[src/rtl/aclink_tx_pkg.sv]
package aclink_tx_pkg;
  localparam int NUM_SLOTS  = 12;
  localparam int SLOT_BITS  = 20;
  localparam int ID_BITS    = 2;
  localparam int TAG_BITS   = 1 + NUM_SLOTS + 1 + ID_BITS;
  localparam int FRAME_BITS = TAG_BITS + NUM_SLOTS * SLOT_BITS;
  localparam int CNT_W      = $clog2(FRAME_BITS);
  localparam int SLOT_IDX_W = $clog2(NUM_SLOTS + 1);
  localparam int BIT_IDX_W  = $clog2(SLOT_BITS);

  typedef struct packed {
    logic                  loadShadow;
    logic                  inTag;
    logic [SLOT_IDX_W-1:0] slotIdx;
    logic [BIT_IDX_W-1:0]  bitIdx;
  } ctlStrobeT;
endpackage

[src/rtl/aclink_tx_ctl.sv]
module aclink_tx_ctl
  import aclink_tx_pkg::*;
(
  input  logic      clk,
  input  logic      rstN,
  output ctlStrobeT strobes,
  output logic      frameStart,
  output logic      syncOut
);
  logic [CNT_W-1:0]      frameCnt;
  logic [SLOT_IDX_W-1:0] slotCnt;
  logic [BIT_IDX_W-1:0]  bitCnt;
  logic                  lastPos;
  logic                  tagLast;
  logic                  slotLast;

  assign lastPos  = (slotCnt == SLOT_IDX_W'(NUM_SLOTS)) && (bitCnt == BIT_IDX_W'(SLOT_BITS - 1));
  assign tagLast  = (slotCnt == '0) && (bitCnt == BIT_IDX_W'(TAG_BITS - 1));
  assign slotLast = (bitCnt == BIT_IDX_W'(SLOT_BITS - 1));

  always_ff @(posedge clk) begin
    if (!rstN) begin
      frameCnt   <= '1;
      slotCnt    <= SLOT_IDX_W'(NUM_SLOTS);
      bitCnt     <= BIT_IDX_W'(SLOT_BITS - 1);
      syncOut    <= 1'b0;
      frameStart <= 1'b0;
    end else begin
      frameCnt   <= frameCnt + 1'b1;
      frameStart <= lastPos;
      syncOut    <= lastPos || ((slotCnt == '0) && (bitCnt < BIT_IDX_W'(TAG_BITS - 1)));
      if (lastPos) begin
        slotCnt <= '0;
        bitCnt  <= '0;
      end else if (tagLast || slotLast) begin
        slotCnt <= slotCnt + 1'b1;
        bitCnt  <= '0;
      end else begin
        bitCnt  <= bitCnt + 1'b1;
      end
    end
  end

  always_comb begin
    strobes.loadShadow = lastPos;
    strobes.inTag      = (slotCnt == '0);
    strobes.slotIdx    = slotCnt;
    strobes.bitIdx     = bitCnt;
  end

  AST_SYNC_WITH_FS: assert property (@(posedge clk) disable iff (!rstN)
    $rose(syncOut) |-> frameStart);
  AST_FS_SINGLE: assert property (@(posedge clk) disable iff (!rstN)
    frameStart |=> !frameStart);
  AST_FRAME_ALIGN: assert property (@(posedge clk) disable iff (!rstN)
    (frameCnt == '1) |-> lastPos);
endmodule

[src/rtl/aclink_tx_dp.sv]
module aclink_tx_dp
  import aclink_tx_pkg::*;
(
  input  logic                           clk,
  input  logic                           rstN,
  input  ctlStrobeT                      strobes,
  input  logic [NUM_SLOTS*SLOT_BITS-1:0] slotData,
  input  logic [NUM_SLOTS-1:0]           slotValid,
  input  logic [1:0]                     sampleWidth,
  input  logic [ID_BITS-1:0]             codecId,
  output logic                           sdataOut
);
  logic [SLOT_BITS-1:0] wordIn [NUM_SLOTS];
  logic [SLOT_BITS-1:0] wordSh [NUM_SLOTS];
  logic [NUM_SLOTS-1:0] validSh;
  logic [1:0]           widthSh;
  logic [ID_BITS-1:0]   idSh;
  logic [TAG_BITS-1:0]  tagWord;
  logic [BIT_IDX_W-1:0] widthBits;
  logic [SLOT_IDX_W-1:0] slotSel;
  logic [BIT_IDX_W-1:0] dataSel;
  logic [BIT_IDX_W-1:0] tagSel;
  logic                 nextBit;

  for (genvar s = 0; s < NUM_SLOTS; s++) begin : g_unpack
    assign wordIn[s] = slotData[s*SLOT_BITS +: SLOT_BITS];
    assign tagWord[TAG_BITS-2-s] = validSh[s];
  end
  assign tagWord[TAG_BITS-1]      = |validSh;
  assign tagWord[ID_BITS]         = 1'b0;
  assign tagWord[ID_BITS-1:0]     = idSh;

  always_comb begin
    case (widthSh)
      2'd0:    widthBits = BIT_IDX_W'(16);
      2'd1:    widthBits = BIT_IDX_W'(18);
      default: widthBits = BIT_IDX_W'(SLOT_BITS);
    endcase
  end

  assign slotSel = strobes.slotIdx - 1'b1;
  assign dataSel = BIT_IDX_W'(SLOT_BITS - 1) - strobes.bitIdx;
  assign tagSel  = BIT_IDX_W'(TAG_BITS - 1) - strobes.bitIdx;

  always_comb begin
    if (strobes.inTag)
      nextBit = tagWord[tagSel[$clog2(TAG_BITS)-1:0]];
    else
      nextBit = validSh[slotSel] && (strobes.bitIdx < widthBits) && wordSh[slotSel][dataSel];
  end

  always_ff @(posedge clk) begin
    if (!rstN) begin
      for (int s = 0; s < NUM_SLOTS; s++) wordSh[s] <= '0;
      validSh  <= '0;
      widthSh  <= '0;
      idSh     <= '0;
      sdataOut <= 1'b0;
    end else begin
      sdataOut <= nextBit;
      if (strobes.loadShadow) begin
        for (int s = 0; s < NUM_SLOTS; s++) wordSh[s] <= wordIn[s];
        validSh <= slotValid;
        widthSh <= sampleWidth;
        idSh    <= codecId;
      end
    end
  end

  AST_INVALID_ZERO: assert property (@(posedge clk) disable iff (!rstN)
    (!strobes.inTag && !validSh[slotSel]) |=> !sdataOut);
  AST_TRAIL_ZERO: assert property (@(posedge clk) disable iff (!rstN)
    (!strobes.inTag && (strobes.bitIdx >= widthBits)) |=> !sdataOut);
  AST_TAG_RSVD: assert property (@(posedge clk) disable iff (!rstN)
    (strobes.inTag && (strobes.bitIdx == BIT_IDX_W'(TAG_BITS - 1 - ID_BITS))) |=> !sdataOut);
  AST_FRAME_VALID: assert property (@(posedge clk) disable iff (!rstN)
    (strobes.inTag && (strobes.bitIdx == '0)) |=> (sdataOut == $past(|validSh)));
endmodule

[src/rtl/aclink_tx_framer.sv]
module aclink_tx_framer
  import aclink_tx_pkg::*;
(
  input  logic                           clk,
  input  logic                           rstN,
  input  logic [NUM_SLOTS*SLOT_BITS-1:0] slotData,
  input  logic [NUM_SLOTS-1:0]           slotValid,
  input  logic [1:0]                     sampleWidth,
  input  logic [ID_BITS-1:0]             codecId,
  output logic                           frameStart,
  output logic                           syncOut,
  output logic                           sdataOut
);
  ctlStrobeT strobes;

  aclink_tx_ctl u_ctl (
    .clk        (clk),
    .rstN       (rstN),
    .strobes    (strobes),
    .frameStart (frameStart),
    .syncOut    (syncOut)
  );

  aclink_tx_dp u_dp (
    .clk         (clk),
    .rstN        (rstN),
    .strobes     (strobes),
    .slotData    (slotData),
    .slotValid   (slotValid),
    .sampleWidth (sampleWidth),
    .codecId     (codecId),
    .sdataOut    (sdataOut)
  );
endmodule

[config.mk]
export PLATFORM = sky130hd
export DESIGN_NAME = aclink_tx_framer
export DESIGN_NICKNAME = d
export VERILOG_FILES = /design/src/rtl/aclink_tx_pkg.sv /design/src/rtl/aclink_tx_ctl.sv /design/src/rtl/aclink_tx_dp.sv /design/src/rtl/aclink_tx_framer.sv
export SDC_FILE = /design/constraint.sdc
export NUM_CORES = 1
export LEC_CHECK = 0
export ABC_AREA = 1
export BUFFER_PORTS_ARGS = -buffer_cell sky130_fd_sc_hd__buf_2
export CORE_UTILIZATION = 35
export DETAILED_ROUTE_END_ITERATION = 10
export GPL_TIMING_DRIVEN = 0
export HOLD_SLACK_MARGIN = 0.06
export PLACE_DENSITY = 0.58
export SLEW_MARGIN = 30
export SYNTH_ARGS = -nofsm -noshare
export SYNTH_HDL_FRONTEND = slang
export SYNTH_SLANG_ARGS = --single-unit
[constraint.sdc]
create_clock -name clk -period 15.5 [get_ports clk]
set_clock_uncertainty 0.2 [all_clocks]
set_input_delay 2.325 -clock clk [delete_from_list [all_inputs] [get_ports clk]]
set_output_delay 2.325 -clock clk [all_outputs]
set_load 0.1 [all_outputs]
==> Word level (Yosys, flattened, before mapping) <==
Memories as Yosys holds them, arrays and structs flattened.
Cells that the tools add are included.
{ "word_totals": {"mem_count": 1, "in_bits": 258, "elab_cells": 79, "out_inout_bits": 3, "regBits": 28, "ramBits": 240} }
{ "classes": {"reduce_logical": 13, "order_cmp": 5, "n_addsub": 5, "n_mux": 28, "eq_ne": 4, "n_bitwise": 13} }
{ "memory_table": {"columns": ["memory", "depth", "word_bits", "read_ports", "rd_clocked_by_memory_dff", "write_ports", "line_no", "rtl"], "rows": [
  ["u_dp.wordSh", 12, 20, 1, 0, 12, "aclink_tx_dp.sv:14", "logic [SLOT_BITS-1:0] wordSh [NUM_SLOTS];"]
]} }
{ "ops": {"columns": ["cell", "n"], "rows": [
  ["$mux 20", 12],
  ["$or 1x1->1", 12],
  ["$reduce_or 12->1", 1],
  ["$lt 4x5->1 const B", 2],
  ["$mux 5", 2],
  ["$bmux 1 s4", 2],
  ["$mux 1", 8],
  ["$mux 4", 2],
  ["$lt 5x6->1 const B", 1],
  ["$pmux 3 s2", 1],
  ["$add 5x1->5 const B", 1],
  ["$bmux 1 s5", 1],
  ["$eq 5x4->1 const B", 1],
  ["$eq 5x5->1 const B", 1],
  ["$logic_and 1x1->1", 5],
  ["$lt 5x4->1 const B", 1],
  ["$lt 5x5->1", 1],
  ["$sub 5x5->5 const A", 1],
  ["$add 4x1->4 const B", 1],
  ["$eq 4x4->1 const B", 1],
  ["$logic_not 4->1", 1],
  ["$sub 4x1->4 const B", 1],
  ["$sub 4x4->4 const A", 1],
  ["$reduce_or 3->1", 1],
  ["other kinds (6)", 7]
]} }

==> Longest topological paths before layout <==
Gate-level depths: netlist (run 1).
{ "depth": {"depth_word": 6, "mapped_depth": 23, "ltp_nobuf": 19} }

==> By module <==
Synthesis (run 1) repeated with hierarchy kept, for this count alone.
{ "hier_totals": {"hier_cells": 1530, "area_unflattened_um2": 13162.6} }
{ "modules_own_cells": {"columns": ["module", "instances", "area_each_um2", "cells_per_inst", "seq_area_each_um2"], "rows": [
  ["aclink_tx_dp", 1, 12610.8, 1458, 7547.2],
  ["aclink_tx_ctl", 1, 551.8, 72, 220.2]
]} }

==> Worst setup path after synthesis (run 1) <==
No wires, ideal clock.
{ "synth_path": {"path_kind": "input-to-reg", "startpoint": "in rstN", "endpoint": "mem u_dp.wordSh[0][0] (enable)", "arrival_time_ps": 9244, "slack_ps": 5360, "setup_ps": 696, "path_stages": 3, "cell_sequence": "clkbuf_1 nand2_1 clkbuf_1"} }
{ "synth_lines": {"columns": ["item", "line_no", "rtl"], "rows": [
  ["start, declared", "aclink_tx_framer.sv:5", "input logic rstN,"],
  ["end, declared", "aclink_tx_dp.sv:14", null]
]} }

==> results of run 1 <==
==> worst min-delay path, stage by stage (launching register included) <==
cell and delay (ns):
dfxtp_1 0.30, inv_1 0.06, o21ai_0 0.08
==> sequential cells by signal, summed over array words and instances, names as in the netlist <==
signal / count
u_dp.wordSh: 240
u_dp.validSh: 12
u_ctl.bitCnt: 5
u_ctl.slotCnt: 4
u_dp.idSh: 2
u_dp.widthSh: 2
u_ctl.frameStart: 1
u_ctl.syncOut: 1
u_dp.sdataOut: 1
==> cell families (layout without fill, tap and decap cells) <==
family                     count (synthesis)  count (layout)  synth area share
and+or+nand+nor                          795             795             0.246
buffers and inverters                    377             698             0.120
DFF                                      268             268             0.589
AOI/OAI and AO/OA                         84              84            0.0359
adders and majority gates                  7               7           0.00664
xor gates and xnor gates                   3               3           0.00199
other                                      0               1                 0
==> cells in the final DEF (no fill, tap or decap), types with 3 or more instances in the layout <==
| cell type | n |
|---|---|
| nand2_1 | 352 |
| buf_2 | 301 |
| inv_1 | 290 |
| nor2_1 | 257 |
| edfxtp_1 | 240 |
| nand3_1 | 166 |
| o21ai_0 | 38 |
| clkbuf_16 | 32 |
| dfxtp_1 | 28 |
| buf_4 | 22 |
| a21oi_1 | 21 |
| clkbuf_1 | 15 |
| o211ai_1 | 12 |
| or2_2 | 7 |
| ha_1 | 7 |
| inv_2 | 6 |
| o21ai_1 | 6 |
| buf_12 | 6 |
| buf_6 | 5 |
| nand4_1 | 4 |
| clkinv_2 | 4 |
| nand2_2 | 3 |
| clkbuf_4 | 3 |
| o2111ai_1 | 3 |
| clkinvlp_4 | 3 |
| bufinv_16 | 3 |
| clkbuf_8 | 3 |
==> stage by stage <==
step                       util  hold WS (ns)
after floorplan               -         0.248
after global placement    0.410         0.283
after detailed placement  0.413         0.286
after CTS                 0.442         0.294
after global routing      0.442         0.347
final                     0.442         0.291
==> area by class of cell <==
type                       count  area (um^2)
fill                        3696        20600
sequential                   268         7770
multi-input combinational    889         3830
timing repair buffer         265         1420
inverter                     296         1110
clock buffer                  41          872
tap                          504          631
buffer                        81          480
clock inverter                15          174
antenna                        1         2.50
==> worst min path at each step <==
| stage | endpoint | slack (ns) | cells after the start |
|---|---|---|---|
| floorplan | u_dp.idSh[0] | 0.25 | 2 |
| finish | u_dp.widthSh[0] | 0.29 | 2 |
| CTS | u_dp.widthSh[0] | 0.29 | 2 |
| detailed placement | u_dp.widthSh[0] | 0.29 | 2 |
| global route | u_dp.idSh[1] | 0.35 | 2 |
| global placement | u_dp.widthSh[1] | 0.28 | 2 |
==> routing by layer <==
layer / track usage / vias up
met5: 0 / -
met4: 0.0547 / 0
met3: 0.0308 / 58
met2: 0.369 / 386
met1: 0.291 / 5028
li1: - / 5402
==> power breakdown <==
part / internal, mW / leakage [nW] / switching (mW) / total (mW)
clock: 0.445 / 0.507 / 0.301 / 0.746
sequential: 1.09 / 2.75 / 0.0768 / 1.16
combinational: 0.448 / 4.78 / 1.06 / 1.51
==> impl_metrics.py, run 1 <==
metrics = {
    "finish": {
        "stdcell_count": 2360,
        "drive_gt1_frac": 0.218,
        "final_nets": 2096,
        "syn_to_final_growth_pct": 23.5,
        "finalInstanceArea_um2": 16300,
    },
    "power": {
        "p_total_mw": 3.42,
        "p_leak_nw": 8.04,
        "p_per_area_nw_per_um2": 210,
        "peakVddDrop_uv": 102,
    },
    "synthesis": {
        "synth_warnings": 0,
        "synth_top_area_frac": 0.546,
        "yosys-top-cells-area": "edfxtp_1 (55%), nand2_1 (10%), inv_1 (8.3%)",
        "synthesis.area_um2": 13200,
        "synthFlopType": "edfxtp_1",
        "synth_edf_count": 240,
        "syn_nets": 1799,
        "syn_area_per_cell_um2": 8.60,
        "synth.most_common_cell": "nand2_1",
        "yosysUniqueCellTypes": 30,
        "synth_cells": 1534,
        "yosysSeqAreaShare": 0.589,
        "async_flop_share": 0,
        "synth_commonest_cells": "nand2_1 (352), inv_1 (290), nor2_1 (257)",
        "synth_area_leader_cell": "edfxtp_1",
        "ys_ff_latch": 268,
    },
    "timing": {
        "worst_pin_slew_ns": 0.876,
        "drv_slew": 0,
        "timing.fmax_mhz": 242,
        "hold_viol": 0,
        "min_period_ns": 4.14,
        "rsz0062_at_grt": "no",
        "max_slew_margin": 0.416,
        "tns_ns": 0,
        "period_share": 0.267,
        "final-setup-viol-count": 0,
        "worst_slack_ns": 11.36,
    },
    "clock_tree": {
        "cts_hold_buf": 0,
        "cts_tree": "yes",
        "cts_buffers": 30,
        "post_cts_buffers": 0,
        "insertion_delay_ns": 0.56,
        "h-tree-depth": 1,
        "cts-root-buf": "clkbuf_16",
        "clock-sinks": 268,
        "post_cts_resized": 0,
        "clk_path_buf_depth": 3,
        "clk_pin_slew_ns": 0.06,
    },
    "global_route": {
        "antenna_found_initial": 1,
        "grtUsageTotal": 0.217,
        "grt_pass1_wl_mm": 62.0,
        "grt_max_degree": 45,
        "first_global_vias": 10727,
        "grt-ovfl-total": 0,
    },
    "flow_run": {
        "maxCapViolations": 0,
    },
    "worst_setup_path": {
        "cp_top_family": "buffers and inverters",
        "required_ns": 15.56,
        "worst-r2r-setup-slack_ns": 11.53,
        "cpMostUsedCell": "buf_12",
        "cp.buffers_inverters": 6,
        "cp-start-kind": "input pin",
        "cpMaxStageDelayCell": "clkbuf_4",
        "crit_path_max_incr_delay_ns": 0.40,
        "reg2reg_depth": 14,
        "crit_fanout": 43,
        "cp.depth": 7,
        "crit_path_start": "rstN",
        "crit_chain": "clkbuf_1 -> nand2_1 -> clkbuf_4 -> buf_12 -> buf_12 -> buf_12 -> buf_12",
        "critPathCapture": "u_dp.wordSh[6][8]",
        "rr_endpoint": "u_dp.wordSh[6][8]",
        "worstSetupPathType": "in2reg",
        "r2r-start": "u_ctl.slotCnt[0]",
        "critPathCaptureType": "flip-flop",
        "arrival_ns": 4.19,
    },
    "placement": {
        "place.gp.congestion": 0.839,
        "hpwlAfterDp_mm": 30.5,
        "postPlaceCellArea_um2": 15200,
        "numPlacedInstances": 2303,
        "portBuffers": 259,
        "post-place-ws_ns": 10.79,
    },
    "drt": {
        "met3_length_mm": 2.79,
        "top_layer_used": "met4",
        "ant_nets": 0,
        "wl_per_cell_um": 17.7,
        "route.met2.wl_mm": 20.0,
        "drc": 0,
        "dr.pass1.iters": 5,
        "wl_mm": 41.9,
        "drtIter0Drc": 831,
        "met1_length_mm": 18.1,
        "vias_per_cell": 4.61,
        "vias": 10874,
    },
    "worst_hold_path": {
        "hold_path.class": "reg2reg",
        "min-delay-start": "u_dp.widthSh[0]",
    },
    "die": {
        "row_count": 70,
        "pin_count": 261,
        "start_util": 0.358,
        "core_area_um2": 36900,
        "die_y_um": 196,
        "die-area_um2": 38500,
        "die_w_um": 196,
    },
    "run_status": {
        "status": "completed",
    },
}
Note: power is estimated with default switching activity, not from simulation.
==> run 2, diff against run 1 <==
clock period = 3.9 ns   (was 15.5 ns; I/O delays follow)
==> run 2 against run 1 <==
- routed wire length grew 0.49%
- highest routed layer unchanged
- die area is the same
- via count grew 0.35%
- worst setup slack lost 11 ns
- global-route usage grew 0.11 points
- sequential power grew to 4.0 times the previous value
- sequential share of layout area shrank 0.18 points
- first-iteration DRC count shrank 6.0%
- clock power grew to 3.7 times the previous value
- combinational power grew to 3.9 times the previous value
- final cell count grew 0.55%
- largest cell class unchanged
- critical endpoint is now u_dp.sdataOut
==> impl_metrics.py, run 2 (synthesis gave the netlist of run 1 again) <==
metrics = {
    "clock_tree": {
        "insertion_delay_ns": 0.58,
        "cts_tree": "yes",
        "post_cts_buffers": 0,
        "clk_pin_slew_ns": 0.06,
        "h-tree-depth": 1,
        "clk_path_buf_depth": 3,
        "clock-sinks": 268,
        "cts_buffers": 30,
        "cts-root-buf": "clkbuf_16",
    },
    "worst_setup_path": {
        "worstSetupPathType": "reg2reg",
        "cpMaxStageDelayCell": "clkbuf_1",
        "required_ns": 4.15,
        "crit_path_max_incr_delay_ns": 0.55,
        "worst-r2r-setup-slack_ns": 0.27,
        "cpMostUsedCell": "nand3_1",
        "crit_chain": "inv_2 -> buf_2 -> buf_6 -> buf_2 -> ha_1 -> buf_2 -> clkbuf_1 -> nand3_1 -> nand3_1 -> nand3_1 -> nand3_1 -> nand3_1 -> nand2_1 -> nand3_1 -> nand2_1 -> nand2_1 -> nand2_1 -> a21oi_1",
        "reg2reg_depth": 18,
        "cp-start-kind": "flip-flop",
        "critPathCaptureType": "flip-flop",
        "arrival_ns": 3.88,
        "crit_fanout": 10,
    },
    "power": {
        "p_leak_nw": 8.04,
        "p_per_area_nw_per_um2": 817,
        "peakVddDrop_uv": 486,
        "p_total_mw": 13.4,
    },
    "timing": {
        "worst_slack_ns": 0.273,
        "max_slew_margin": 0.353,
        "tns_ns": 0,
        "period_share": 0.930,
        "whs_ns": 0.0783,
        "min_period_ns": 3.63,
        "hold_viol": 0,
        "final-setup-viol-count": 0,
        "worst_pin_slew_ns": 0.971,
        "drv_slew": 0,
        "rsz0062_at_grt": "no",
        "timing.fmax_mhz": 276,
    },
    "finish": {
        "final_common_cell": "nand2_1",
        "final_cell_mix": "nand2_1 (352), buf_2 (301), inv_1 (290), nor2_1 (257), edfxtp_1 (240)",
        "drive_gt1_frac": 0.209,
        "stdcell_count": 2373,
        "regMostFlops": "u_dp.wordSh",
        "largest_reg_flops": 240,
        "post-route-util": 0.443,
        "diodes": 0,
        "finalInstanceArea_um2": 16400,
        "reg_top3": "u_dp.wordSh: 240 flops, u_dp.validSh: 12 flops, u_ctl.bitCnt: 5 flops",
        "final_nets": 2113,
        "syn_to_final_growth_pct": 24.0,
    },
    "drt": {
        "wl_mm": 42.1,
        "drc": 0,
        "ant_nets": 0,
        "dr.pass1.iters": 5,
        "vias_per_cell": 4.60,
        "vias": 10912,
        "wl_per_cell_um": 17.7,
        "drtIter0Drc": 781,
    },
    "run_status": {
        "status": "completed",
    },
    "global_route": {
        "antenna_found_initial": 0,
        "grt_pass1_wl_mm": 62.2,
        "grt-ovfl-total": 0,
        "grt_max_degree": 99,
        "first_global_vias": 10751,
        "grtUsageTotal": 0.219,
    },
    "placement": {
        "post-place-ws_ns": 0.165,
        "place.gp.congestion": 0.850,
        "postPlaceCellArea_um2": 15200,
        "portBuffers": 259,
        "numPlacedInstances": 2299,
        "hpwlAfterDp_mm": 30.4,
    },
    "die": {
        "start_util": 0.358,
        "die_w_um": 196,
        "core_area_um2": 36900,
        "die_y_um": 196,
        "pin_count": 261,
        "row_count": 70,
        "die-area_um2": 38500,
    },
    "worst_hold_path": {
        "hold_path.class": "in2reg",
        "min_path_cells": 3,
    },
    "flow_run": {
        "maxCapViolations": 0,
    },
}
==> run 2: metal layers <==
metal / part of all wire / global-route usage / up-vias / routed length (um)
li1: - / - / 5433 / -
met1: 0.45 / 0.295 / 5082 / 19000
met2: 0.48 / 0.370 / 344 / 20100
met3: 0.050 / 0.0289 / 53 / 2110
met4: 0.023 / 0.0556 / 0 / 948
met5: 0 / 0 / - / 0
==> run 2: where the power goes <==
group	total, mW	internal [mW]	switching [mW]
clock network	2.77	1.61	1.16
logic	5.95	1.76	4.19
registers	4.63	4.33	0.307
==> run 2: area by class of cell <==
type,count,area (um^2)
Buffer,81,499
Multi-Input combinational cell,889,3830
Inverter,296,1110
Clock buffer,38,781
Sequential cell,268,7770
Timing Repair Buffer,282,1560
Tap cell,504,631
Fill cell,3738,20500
Clock inverter,15,165
==> run 2: path summary, 6_finish.rpt <==
path,start,to
setup / recovery,u_ctl.slotCnt[0],u_dp.sdataOut
hold / removal,slotData[236],u_dp.wordSh[11][16]
setup reg to reg,u_ctl.slotCnt[0],u_dp.sdataOut
hold reg to reg,u_dp.idSh[1],u_dp.idSh[1]
==> run 2: what timing repair did <==
action                     4_1_cts  5_1_grt
setup endpoints to repair        0        1
resized for setup                0        3
hold endpoints to repair        21        0
hold buffers                    21        0
==> run 2: critical path: cells and delay by family, from the launching register on <==
kind / cells / cell delay, ns
buf+inv: 6 / 1.44
compound gates: 1 / 0.07
flops: 1 / 0.40
simple gates: 10 / 1.09
fa+ha+maj: 1 / 0.29
